==> config.mk <==
export PLATFORM = sky130hd
export DESIGN_NAME = lutmul_seg_top
export DESIGN_NICKNAME = d
export VERILOG_FILES = /design/src/rtl/lutmul_pkg.sv /design/src/rtl/lutmul_addr_gen.sv /design/src/rtl/lutmul_apc_core.sv /design/src/rtl/lutmul_base_table.sv /design/src/rtl/lutmul_sum_tree.sv /design/src/rtl/lutmul_seg_top.sv
export SDC_FILE = /design/constraint.sdc
export NUM_CORES = 1
export LEC_CHECK = 0
export ABC_CLOCK_PERIOD_IN_PS = 3800
export CORE_MARGIN = 8
export CORE_UTILIZATION = 54
export CTS_CLUSTER_DIAMETER = 40
export DETAILED_ROUTE_END_ITERATION = 10
export DONT_BUFFER_PORTS = 1
export PLACE_DENSITY = 0.69
export SETUP_SLACK_MARGIN = 0.3
export SLEW_MARGIN = 20
export SYNTH_ARGS = -nofsm -noshare
export SYNTH_HDL_FRONTEND = slang
export SYNTH_SLANG_ARGS = --single-unit
==> constraint.sdc <==
create_clock -name clk -period 3.8 [get_ports clk]
set_input_delay 0.57 -clock clk [delete_from_list [all_inputs] [get_ports clk]]
set_output_delay 0.57 -clock clk [all_outputs]
set_load 0.05 [all_outputs]
==> src/rtl/lutmul_pkg.sv <==
package lutmul_pkg;

    // number of compact (upper) segments
    function automatic int unsigned lm_nopt(input int unsigned xw, input int unsigned s);
        return (xw - 1) / s;
    endfunction

    // width of the low segment served by the full table
    function automatic int unsigned lm_low_w(input int unsigned xw, input int unsigned s);
        return xw - ((xw - 1) / s) * s;
    endfunction

endpackage

==> src/rtl/lutmul_addr_gen.sv <==
module lutmul_addr_gen #(
    parameter int unsigned S  = 4,
    localparam int unsigned SW = $clog2(S),
    localparam int unsigned IW = S - 2
) (
    input  logic [S-1:0]  sub_in,
    output logic [IW-1:0] idx_o,
    output logic [SW-1:0] shift_o,
    output logic          blank_o,
    output logic          neg_o
);
    localparam logic [S-1:0] HALFV = S'(1) << (S - 1);

    logic [S-1:0] mag_m;
    logic [S-1:0] odd_m;

    // distance of the segment from the midpoint of its range
    always_comb begin
        if (sub_in[S-1]) begin
            mag_m = {1'b0, sub_in[S-2:0]};
        end else begin
            mag_m = HALFV - {1'b0, sub_in[S-2:0]};
        end
    end

    // strip trailing zeros: the lowest set bit gives the shift count
    always_comb begin
        shift_o = '0;
        for (int i = S - 1; i >= 0; i--) begin
            if (mag_m[i]) begin
                shift_o = SW'(i);
            end
        end
        odd_m = mag_m >> shift_o;
    end

    assign idx_o   = IW'(odd_m >> 1);
    assign blank_o = (mag_m == '0);
    assign neg_o   = ~sub_in[S-1];

endmodule

==> src/rtl/lutmul_apc_core.sv <==
module lutmul_apc_core #(
    parameter int unsigned S    = 4,
    parameter int unsigned AW   = 8,
    parameter logic [AW-1:0] COEF = '1,
    localparam int unsigned MW  = AW + S - 1
) (
    input  logic              clk,
    input  logic              rst_n,
    input  logic [S-1:0]      sub_in,
    output logic signed [MW:0] part_o
);
    localparam int unsigned NODD = 1 << (S - 2);
    localparam int unsigned SW   = $clog2(S);
    localparam logic [S-1:0] HALFV = S'(1) << (S - 1);

    logic [S-3:0]  idx;
    logic [SW-1:0] sh;
    logic          blank;
    logic          neg;
    logic [MW-1:0] odd_rom [NODD];
    logic [MW-1:0] mag;

    lutmul_addr_gen #(.S(S)) u_addr (
        .sub_in (sub_in),
        .idx_o  (idx),
        .shift_o(sh),
        .blank_o(blank),
        .neg_o  (neg)
    );

    // odd multiples of the coefficient, fixed at elaboration
    for (genvar g = 0; g < NODD; g++) begin : g_rom
        assign odd_rom[g] = MW'(COEF) * MW'(2 * g + 1);
    end

    assign mag = blank ? '0 : (odd_rom[idx] << sh);

    always_comb begin
        if (neg) begin
            part_o = (MW+1)'(0) - {1'b0, mag};
        end else begin
            part_o = {1'b0, mag};
        end
    end

    // a segment with its top bit set never produces a negative partial
    p_sign_pos_r4: assert property (@(posedge clk) disable iff (!rst_n)
        sub_in[S-1] |-> !part_o[MW]);

    // the midpoint code bypasses the table and yields zero
    p_mid_zero_r5: assert property (@(posedge clk) disable iff (!rst_n)
        (sub_in == HALFV) |-> (part_o == '0));

    // zero segment gives minus half-range times the coefficient
    p_zero_sub_r6: assert property (@(posedge clk) disable iff (!rst_n)
        (sub_in == '0) |->
        ($unsigned(part_o) == ((MW+1)'(0) - ((MW+1)'(COEF) << (S - 1)))));

endmodule

==> src/rtl/lutmul_base_table.sv <==
module lutmul_base_table #(
    parameter int unsigned SL  = 4,
    parameter int unsigned AW  = 8,
    parameter int unsigned PW  = 24,
    parameter logic [AW-1:0] COEF = '1,
    parameter logic [PW-1:0] OFS  = '0
) (
    input  logic [SL-1:0] sub_in,
    output logic [PW-1:0] val_o
);
    localparam int unsigned NB = 1 << SL;

    logic [PW-1:0] rom [NB];

    // each entry carries the folded offsets of all compact cores
    for (genvar g = 0; g < NB; g++) begin : g_rom
        assign rom[g] = PW'(COEF) * PW'(g) + OFS;
    end

    assign val_o = rom[sub_in];

endmodule

==> src/rtl/lutmul_sum_tree.sv <==
module lutmul_sum_tree #(
    parameter int unsigned NT   = 4,
    parameter int unsigned PW   = 24,
    parameter bit          PIPE = 1'b1
) (
    input  logic          clk,
    input  logic          rst_n,
    input  logic          vld_i,
    input  logic [PW-1:0] terms_i [NT],
    output logic          vld_o,
    output logic [PW-1:0] sum_o
);
    logic [PW-1:0] src [NT];
    logic          src_vld;
    logic [PW-1:0] acc;

    if (PIPE) begin : g_stage
        logic [PW-1:0] stg_q [NT];
        logic          stg_vld_q;

        always_ff @(posedge clk or negedge rst_n) begin
            if (!rst_n) begin
                stg_vld_q <= 1'b0;
                for (int t = 0; t < NT; t++) begin
                    stg_q[t] <= '0;
                end
            end else begin
                stg_vld_q <= vld_i;
                if (vld_i) begin
                    for (int t = 0; t < NT; t++) begin
                        stg_q[t] <= terms_i[t];
                    end
                end
            end
        end

        assign src     = stg_q;
        assign src_vld = stg_vld_q;
    end else begin : g_direct
        assign src     = terms_i;
        assign src_vld = vld_i;
    end

    // modular sum: negative partials wrap correctly in PW bits
    always_comb begin
        acc = '0;
        for (int t = 0; t < NT; t++) begin
            acc = acc + src[t];
        end
    end

    always_ff @(posedge clk or negedge rst_n) begin
        if (!rst_n) begin
            vld_o <= 1'b0;
            sum_o <= '0;
        end else begin
            vld_o <= src_vld;
            if (src_vld) begin
                sum_o <= acc;
            end
        end
    end

endmodule

==> src/rtl/lutmul_seg_top.sv <==
module lutmul_seg_top #(
    parameter int unsigned XW   = 16,
    parameter int unsigned S    = 4,
    parameter int unsigned AW   = 8,
    parameter logic [AW-1:0] COEF = 8'd173,
    parameter bit          PIPE = 1'b1
) (
    input  logic               clk,
    input  logic               rst_n,
    input  logic               in_valid,
    input  logic [XW-1:0]      x_in,
    output logic               out_valid,
    output logic [XW+AW-1:0]   prod_out
);
    import lutmul_pkg::*;

    localparam int unsigned PW   = XW + AW;
    localparam int unsigned NOPT = lm_nopt(XW, S);
    localparam int unsigned SL   = lm_low_w(XW, S);
    localparam int unsigned NT   = NOPT + 1;
    localparam int unsigned MW   = AW + S - 1;

    function automatic logic [PW-1:0] fold_offsets();
        logic [PW-1:0] acc;
        acc = '0;
        for (int j = 0; j < NOPT; j++) begin
            acc = acc + ((PW'(COEF) << (S - 1)) << (SL + j * S));
        end
        return acc;
    endfunction

    localparam logic [PW-1:0] OFS = fold_offsets();

    logic [PW-1:0] terms [NT];

    lutmul_base_table #(
        .SL(SL), .AW(AW), .PW(PW), .COEF(COEF), .OFS(OFS)
    ) u_base (
        .sub_in(x_in[SL-1:0]),
        .val_o (terms[0])
    );

    for (genvar j = 0; j < NOPT; j++) begin : g_opt
        localparam int unsigned POS = SL + j * S;
        logic signed [MW:0] part;

        lutmul_apc_core #(.S(S), .AW(AW), .COEF(COEF)) u_core (
            .clk   (clk),
            .rst_n (rst_n),
            .sub_in(x_in[POS +: S]),
            .part_o(part)
        );

        assign terms[j+1] = PW'(part) << POS;
    end

    lutmul_sum_tree #(.NT(NT), .PW(PW), .PIPE(PIPE)) u_sum (
        .clk    (clk),
        .rst_n  (rst_n),
        .vld_i  (in_valid),
        .terms_i(terms),
        .vld_o  (out_valid),
        .sum_o  (prod_out)
    );

    if (PIPE) begin : g_chk2
        // product matches the operand taken two cycles before
        p_product_r1: assert property (@(posedge clk) disable iff (!rst_n)
            out_valid |-> (prod_out == PW'($past(x_in, 2)) * PW'(COEF)));
        // no result without an accepted operand
        p_valid_src_r2: assert property (@(posedge clk) disable iff (!rst_n)
            out_valid |-> $past(in_valid, 2));
    end else begin : g_chk1
        p_product_r1: assert property (@(posedge clk) disable iff (!rst_n)
            out_valid |-> (prod_out == PW'($past(x_in)) * PW'(COEF)));
        p_valid_src_r2: assert property (@(posedge clk) disable iff (!rst_n)
            out_valid |-> $past(in_valid));
    end

    // the result register holds while no fresh product arrives
    p_hold_r8: assert property (@(posedge clk) disable iff (!rst_n)
        !out_valid |-> $stable(prod_out));

endmodule

==> impl_table.tex, run 1 <==
\begin{tabular}{lr}
\hline
Metric & Value \\
\hline
\multicolumn{2}{l}{\textbf{Outcome}} \\
Run status & finished clean \\
\multicolumn{2}{l}{\textbf{Global route}} \\
Global-route wire length before repair & 30,000 µm \\
GRT Residual Overflow & 0 \\
Number of global-route vias before repair & 5,898 \\
Aggregate global-route resource usage & 20.2\% \\
Number of antenna violations at the first check in global routing & 0 \\
Largest net degree at the start of global routing & 90 \\
\multicolumn{2}{l}{\textbf{Detailed routing}} \\
Routed wire per std cell & 17.6 µm \\
Vias per std cell & 6.26 \\
Number of vias after detailed routing & 6,464 \\
Total length of routed wires & 18,100 µm \\
DRT antenna net count & 0 \\
1st-pass router iterations & 5 \\
First-iteration detailed-routing DRC count & 656 \\
Number of remaining DRC errors & 0 \\
\multicolumn{2}{l}{\textbf{Die}} \\
Number of top-level pins & 44 \\
Placeable core region & 13,200 µm² \\
Die W & 132 µm \\
Die area & 17,500 µm² \\
Initial standard-cell utilization of the core & 55.2\% \\
Row Count & 42 \\
Die H & 132 µm \\
\multicolumn{2}{l}{\textbf{Min path}} \\
Class of the most critical hold timing path & input port to async pin \\
\multicolumn{2}{l}{\textbf{STA}} \\
Setup Total Neg Slack & 0 ps \\
Max Transition Viols Final & 0 \\
Final cycle utilization of the critical path & 89.8\% \\
\# setup viols final & 0 \\
Setup slack of the critical path after layout & 389 ps \\
Headroom to the max-slew limit & 52.8\% \\
Highest clock rate & 293 MHz \\
Setup clock skew after layout & 12.2 ps \\
Slew at the pin with the worst max-slew slack & 698 ps \\
Setup repair after global routing missed its margin & true \\
Minimum clock period after layout & 3410 ps \\
Final hold viol count & 0 \\
\multicolumn{2}{l}{\textbf{Synth}} \\
Fraction of synthesized area in multiplexers & 5.12\% \\
Post-synthesis async set-or-reset flop share & 100\% \\
Dominant synthesized flop cell & sky130\_fd\_sc\_hd\_\_dfrtp\_1 \\
Post-Syn Nets & 974 \\
Mean instance size in the synthesized netlist & 8.28 µm² \\
Most frequently used cell type in the post-synthesis netlist & sky130\_fd\_sc\_hd\_\_nor2\_1 \\
Post-synth top area cell & sky130\_fd\_sc\_hd\_\_dfrtp\_1 \\
Top cells by area in the synthesized netlist & sky130\_fd\_sc\_hd\_\_dfrtp\_1 26\%, sky130\_fd\_sc\_hd\_\_ha\_1 8.4\%, sky130\_fd\_sc\_hd\_\_fa\_1 6.3\% \\
Commonest cells in the netlist & 79 x sky130\_fd\_sc\_hd\_\_nor2\_1, 77 x sky130\_fd\_sc\_hd\_\_a21oi\_1, 77 x sky130\_fd\_sc\_hd\_\_dfrtp\_1 \\
Synthesized netlist cell count & 883 \\
Synth Area in Adders & 14.8\% \\
Share of the yosys chip area belonging to registers & 26.3\% \\
Count of state elements after synthesis & 77 \\
Share of the synthesized netlist area taken by xor and xnor gates & 4.91\% \\
Simple-gate share of the synthesized area & 17.4\% \\
Compound-cell area share of the yosys netlist & 25.0\% \\
Combinational family with the most area after synthesis & compound AO/OA/AOI/OAI gates \\
Total standard cell area after synthesis & 7310 µm² \\
Number of enable flip-flop cells after synthesis & 0 \\
Fraction of synthesized cell area taken by the top area cell type & 26.3\% \\
Count of cell types in the netlist & 72 \\
Synthesis Warnings & 0 \\
\multicolumn{2}{l}{\textbf{Setup path}} \\
Number of buffer and inverter stages on the critical path & 2 \\
Category of cells accounting for the largest share of critical-path delay & adder cells \\
Peak fanout along the critical path & 5 \\
Arrival time worst endpoint & 3610 ps \\
CP Cell Sequence & inv\_1, fa\_1, fa\_1, inv\_1, ha\_1, a211o\_1, a211oi\_2, o31ai\_2, a2111oi\_2, mux2i\_1, o2111ai\_1 \\
Slowest stage delay, CP & 510 ps \\
Critical-path top delay cell & sky130\_fd\_sc\_hd\_\_fa\_1 \\
Element type at the critical path end & flop \\
Startpoint class of the critical path & flop \\
Type of the setup path with the least slack & flop to flop \\
Critical Path RT & 4000 ps \\
\multicolumn{2}{l}{\textbf{Layout}} \\
Utilization of the core after routing & 58.8\% \\
Share of post-route cells with drive strength above 1 & 10.0\% \\
Antenna diodes & 0 \\
Post-synthesis to final-layout area growth & 6.52\% \\
Final Instance Area & 7790 µm² \\
Nets@finish & 943 \\
\multicolumn{2}{l}{\textbf{Clocking}} \\
Clock edge transition at the registers on the reported setup and hold paths & 70 ps \\
Clock Path Buffers & 2 \\
H-tree level count & 3 \\
Clock latency at the later pin of the worst-skew pair & 340 ps \\
Num CTS Buffers & 9 \\
Sink count of the clock tree & 77 \\
CTS tree & yes \\
Buffer type at the clock tree root & sky130\_fd\_sc\_hd\_\_clkbuf\_16 \\
\multicolumn{2}{l}{\textbf{Placed design}} \\
Post-Place Cell Area & 7410 µm² \\
Setup slack after placement & 124 ps \\
Global placement routability congestion & 0.931 \\
Count of input and output buffers & 0 \\
Post-detail-place hpwl & 13,100 µm \\
\multicolumn{2}{l}{\textbf{Power}} \\
VDD IR-drop max & 0.331 mV \\
Total power divided by cell area & 628 nW/µm² \\
Static Leakage & 3.35 nW \\
\multicolumn{2}{l}{\textbf{Flow run}} \\
Number of maximum-capacitance constraint violations & 0 \\
\hline
\end{tabular}
==> routing by layer <==
metal / vias to the layer above / part of all wire (%) / track usage (%)
met2: 264 / 46 / 31.7
met3: 24 / 6.0 / 3.16
met1: 3068 / 46 / 28.1
li1: 3108 / - / -
met4: 0 / 1.6 / 5.62
met5: - / 0 / 0
==> what timing repair did <==
item | in CTS | in global routing
endpoints found under the hold margin | 77 | 0
setup buffers | 0 | 3
hold buffers | 1 | 0
pin swaps | 0 | 1
setup endpoints to repair | 2 | 4
gates resized for setup | 3 | 7
==> final timing paths <==
kind,start,end,slack (ps),cells past startpoint
worst max-delay path,u_sum.g_stage.stg_q[37],u_sum.sum_o[22],390,11
min in group clk,in_valid,u_sum.g_stage.stg_vld_q,280,0
worst max register to register,u_sum.g_stage.stg_q[37],u_sum.sum_o[22],390,11
worst min register to register,u_sum.g_stage.stg_q[53],u_sum.g_stage.stg_q[53],490,1
max in group asynchronous,rst_n,u_sum.g_stage.stg_q[63],3330,1
worst min-delay path,rst_n,u_sum.sum_o[20],110,1
==> cell usage in the layout (no fill, tap or decap), types with 7 or more instances in the layout <==
cell type and n:
sky130_fd_sc_hd__a211oi_1 14, sky130_fd_sc_hd__a21o_1 22, sky130_fd_sc_hd__a21oi_1 76, sky130_fd_sc_hd__a22oi_1 10
sky130_fd_sc_hd__a31oi_1 14, sky130_fd_sc_hd__and2_1 8, sky130_fd_sc_hd__buf_4 19, sky130_fd_sc_hd__clkbuf_16 9
sky130_fd_sc_hd__dfrtp_1 75, sky130_fd_sc_hd__fa_1 23, sky130_fd_sc_hd__ha_1 48, sky130_fd_sc_hd__inv_1 58
sky130_fd_sc_hd__mux2_2 27, sky130_fd_sc_hd__mux2i_1 7, sky130_fd_sc_hd__nand2_1 50, sky130_fd_sc_hd__nand2b_1 12
sky130_fd_sc_hd__nand3_1 16, sky130_fd_sc_hd__nand4_1 7, sky130_fd_sc_hd__nor2_1 79, sky130_fd_sc_hd__nor2b_1 17
sky130_fd_sc_hd__nor3_1 20, sky130_fd_sc_hd__o211ai_1 10, sky130_fd_sc_hd__o21ai_0 66, sky130_fd_sc_hd__o22ai_1 8
sky130_fd_sc_hd__o31ai_1 9, sky130_fd_sc_hd__xnor2_1 24, sky130_fd_sc_hd__xor2_1 17
==> state kept, by name, indices dropped and copies added, names as in the netlist <==
name and flops:
u_sum.g_stage.stg_q 51, u_sum.g_stage.stg_vld_q 1, u_sum.sum_o 24, u_sum.vld_o 1
==> logic make-up (layout without fill, tap and decap cells) <==
group | count (synthesis) | after routing
buffers and inverters | 120 | 94
xor gates and xnor gates | 41 | 41
adders and majority gates | 73 | 73
and+or+nand+nor | 254 | 254
muxes | 34 | 34
AOI/OAI and AO/OA | 284 | 284
DFF | 77 | 77
==> worst register-to-register path: stages (launching register included) <==
cell,delay (ps)
sky130_fd_sc_hd__dfrtp_1,360
sky130_fd_sc_hd__inv_1,100
sky130_fd_sc_hd__fa_1,450
sky130_fd_sc_hd__fa_1,510
sky130_fd_sc_hd__inv_1,50
sky130_fd_sc_hd__ha_1,370
sky130_fd_sc_hd__a211o_1,300
sky130_fd_sc_hd__a211oi_2,260
sky130_fd_sc_hd__o31ai_2,150
sky130_fd_sc_hd__a2111oi_2,370
sky130_fd_sc_hd__mux2i_1,240
sky130_fd_sc_hd__o2111ai_1,130
==> through the flow <==
| stage | hold slack, ps | power, mW | std cells |
|---|---|---|---|
| after floorplan | 274 | 3.43 | 883 |
| after global placement | 278 | 3.82 | 1013 |
| after detailed placement | 278 | 3.88 | 1013 |
| after CTS | 142 | 4.84 | 1030 |
| after global routing | 143 | 5.27 | 1033 |
| final | 109 | 4.89 | 1033 |
==> power breakdown <==
part | total [mW] | internal [mW] | switching (mW)
registers | 1.58 | 1.03 | 0.554
clock network | 0.882 | 0.518 | 0.364
logic | 2.43 | 1.10 | 1.33
==> cell type report <==
| type | instances | area (µm²) |
|---|---|---|
| clock buffers | 9 | 225 |
| multi-input cells | 686 | 4950 |
| clock inverters | 7 | 80.1 |
| fillers | 1170 | 5450 |
| flip-flops and latches | 77 | 1930 |
| inverters | 58 | 218 |
| repair buffers | 20 | 170 |
| well taps | 176 | 220 |
Power figures use the tool's default switching activity.
==> inputs of run 2 (changes only) <==
REMOVE_ABC_BUFFERS = 1   (was default)
==> run 2 against run 1 <==
Cell area grew 0.92%. Global-route usage increased by 0.67 points. Worst setup slack gained 79 ps. Clock power rose by 6.3%. Clock skew fell by 7.6 ps. Utilization grew 0.54 points. Worst hold slack gained 7.8 ps. Register-to-register slack gained 80 ps. Sequential cell count stayed put. Routed wire length up 0.69%. Non-clock buffer count up 2. Critical path type unchanged.
==> impl_table.tex, run 2 (synthesis results as in run 1) <==
\begin{tabular}{lr}
\hline
Metric & Value \\
\hline
\multicolumn{2}{l}{\textbf{Layout}} \\
Nets@finish & 945 (+0.21\%) \\
Largest register by flop count & u\_sum.g\_stage.stg\_q \\
Most common library cell in the layout ignoring fill and taps & sky130\_fd\_sc\_hd\_\_nor2\_1 \\
Most used cells in the layout excluding fill and tap cells & 79 x sky130\_fd\_sc\_hd\_\_nor2\_1, 76 x sky130\_fd\_sc\_hd\_\_dfrtp\_1, 75 x sky130\_fd\_sc\_hd\_\_a21oi\_1 \\
Max FFs per register & 51 (unchanged) \\
Utilization of the core after routing & 59.4\% (+0.54 points) \\
Registers with the most flip-flops & u\_sum.g\_stage.stg\_q x51, u\_sum.sum\_o x24 \\
Post-synthesis to final-layout area growth & 7.49\% \\
Share of post-route cells with drive strength above 1 & 10.2\% (+0.21 points) \\
Antenna diodes & 0 (unchanged) \\
\multicolumn{2}{l}{\textbf{STA}} \\
Headroom to the max-slew limit & 55.4\% (+2.6 points) \\
Final hold viol count & 0 (unchanged) \\
Setup repair after global routing missed its margin & true \\
\# setup viols final & 0 (unchanged) \\
Setup clock skew after layout & 4.63 ps (-7.58 ps) \\
Minimum clock period after layout & 3330 ps (-79.4 ps) \\
Final cycle utilization of the critical path & 87.7\% (-2.1 points) \\
Max Transition Viols Final & 0 (unchanged) \\
Highest clock rate & 300 MHz (+2.4\%) \\
Slew at the pin with the worst max-slew slack & 669 ps (-29.4 ps) \\
Setup Total Neg Slack & 0 ps (unchanged) \\
Worst Hold Margin & 117 ps (+7.77 ps) \\
\multicolumn{2}{l}{\textbf{Die}} \\
Placeable core region & 13,200 µm² (unchanged) \\
Die area & 17,500 µm² (unchanged) \\
Row Count & 42 (unchanged) \\
Number of top-level pins & 44 (unchanged) \\
Initial standard-cell utilization of the core & 55.2\% (unchanged) \\
Die W & 132 µm (unchanged) \\
Die H & 132 µm (unchanged) \\
\multicolumn{2}{l}{\textbf{Setup path}} \\
Arrival time worst endpoint & 3520 ps (-90 ps) \\
CP Cell Sequence & ha\_1, ha\_1, ha\_1, fa\_1, a21o\_1, a21o\_1, a211oi\_4, o31ai\_4, a2111oi\_4, mux2i\_1, o2111ai\_1 \\
Type of the setup path with the least slack & flop to flop \\
Peak fanout along the critical path & 3 (-2) \\
Critical Path RT & 3990 ps (about the same) \\
Element type at the critical path end & flop \\
Most Frequent Cell on Critical Path & sky130\_fd\_sc\_hd\_\_ha\_1 \\
Startpoint class of the critical path & flop \\
Critical-path top delay cell & sky130\_fd\_sc\_hd\_\_fa\_1 \\
Slowest stage delay, CP & 410 ps (-100 ps) \\
\multicolumn{2}{l}{\textbf{Global route}} \\
Aggregate global-route resource usage & 20.8\% (+0.67 points) \\
GRT Residual Overflow & 0 (unchanged) \\
Number of antenna violations at the first check in global routing & 0 (unchanged) \\
Met2 Use GR & 34.6\% (+2.9 points) \\
Highest-utilization routing layer at the global route stage & met2 \\
Largest net degree at the start of global routing & 90 (unchanged) \\
Number of global-route vias before repair & 6,063 (+2.8\%) \\
Grt met1 use & 26.6\% (-1.5 points) \\
Global-route wire length before repair & 30,800 µm (+2.5\%) \\
Global routing met3 resource utilization & 3.96\% (+0.80 points) \\
\multicolumn{2}{l}{\textbf{Detailed routing}} \\
Routed wire per std cell & 17.7 µm (+0.50\%) \\
1st-pass router iterations & 5 (unchanged) \\
First-iteration detailed-routing DRC count & 451 (-31\%) \\
DRT antenna net count & 0 (unchanged) \\
Vias per std cell & 6.17 (-1.3\%) \\
Total length of routed wires & 18,300 µm (+0.69\%) \\
Number of remaining DRC errors & 0 (unchanged) \\
Number of vias after detailed routing & 6,391 (-1.1\%) \\
\multicolumn{2}{l}{\textbf{Placed design}} \\
Global placement routability congestion & 0.929 (-0.20\%) \\
Post-detail-place hpwl & 13,300 µm (+1.5\%) \\
Count of input and output buffers & 0 (unchanged) \\
\multicolumn{2}{l}{\textbf{Power}} \\
Total power divided by cell area & 643 nW/µm² (+2.4\%) \\
VDD IR-drop max & 0.382 mV (+15\%) \\
Static Leakage & 3.38 nW (+0.84\%) \\
\multicolumn{2}{l}{\textbf{Clocking}} \\
H-tree level count & 3 (unchanged) \\
Clock latency at the later pin of the worst-skew pair & 340 ps (about the same) \\
CTS tree & yes \\
Buffer type at the clock tree root & sky130\_fd\_sc\_hd\_\_clkbuf\_16 \\
Sink count of the clock tree & 77 (unchanged) \\
Clock Path Buffers & 2 (unchanged) \\
Number of post-CTS setup repair buffers & 0 (unchanged) \\
Clock edge transition at the registers on the reported setup and hold paths & 60 ps (about the same) \\
Num CTS Buffers & 9 (unchanged) \\
\multicolumn{2}{l}{\textbf{Flow run}} \\
Number of maximum-capacitance constraint violations & 0 (unchanged) \\
\multicolumn{2}{l}{\textbf{Min path}} \\
Class of the most critical hold timing path & input port to async pin \\
\multicolumn{2}{l}{\textbf{Outcome}} \\
Run status & finished clean \\
\hline
\end{tabular}
[run 2: timing repair]
action | CTS | global route
hold buffers | 1 | 0
resized for setup | 3 | 11
gates cloned | 0 | 0
endpoints found under the setup margin | 1 | 3
hold endpoints to repair | 77 | 0
pin swaps | 0 | 2
[run 2: per-stage QoR]
stage | total power [mW] | std cells | area, µm² | setup WS (ps)
after floorplan | 3.37 | 821 | 7070 | 408
after global placement | 3.90 | 1018 | 7440 | 219
after detailed placement | 3.94 | 1018 | 7440 | 133
after CTS | 4.96 | 1035 | 7810 | 363
after global routing | 5.44 | 1035 | 7860 | 296
final | 5.05 | 1035 | 7860 | 468
[run 2: layout make-up]
class / count / area (µm²)
fill: 1240 / 5380
multi-input combinational: 686 / 4980
sequential: 77 / 1930
clock buffer: 11 / 243
tap: 176 / 220
inverter: 58 / 218
timing repair buffer: 22 / 185
clock inverter: 5 / 82.6
[run 2: layer usage]
metal | wire (µm) | up-vias | share of wire [%]
met5 | 0 | - | 0
met4 | 379 | 0 | 2.1
met3 | 912 | 28 | 5.0
met2 | 8920 | 169 | 49
met1 | 8060 | 3082 | 44
li1 | - | 3112 | -
[run 2: worst max-delay path: cells and delay by family, from the launching register on]
kind | cells | cell delay, ps
AO/OA/AOI/OAI | 6 | 1330
adder cells (fa/ha/maj) | 4 | 1230
flip-flops | 1 | 380
multiplexers | 1 | 230
[run 2: power breakdown]
group          total (mW)  internal [mW]  switching (mW)
Clock               0.938          0.596           0.342
Sequential           1.58           1.03           0.554
Combinational        2.54           1.14            1.39
Total                5.05           2.77            2.29
[run 2: path summary, 6_finish.rpt]
kind                                              start                       to  slack [ps]  cells past startpoint
worst max register to register  u_sum.g_stage.stg_q[54]          u_sum.sum_o[22]         470                     11
min in group clk                                x_in[7]  u_sum.g_stage.stg_q[62]         340                      1
max in group asynchronous                         rst_n          u_sum.sum_o[15]        3340                      1
worst min register to register  u_sum.g_stage.stg_q[53]  u_sum.g_stage.stg_q[53]         490                      1
worst max-delay path            u_sum.g_stage.stg_q[54]          u_sum.sum_o[22]         470                     11
worst min-delay path                              rst_n          u_sum.sum_o[20]         120                      1
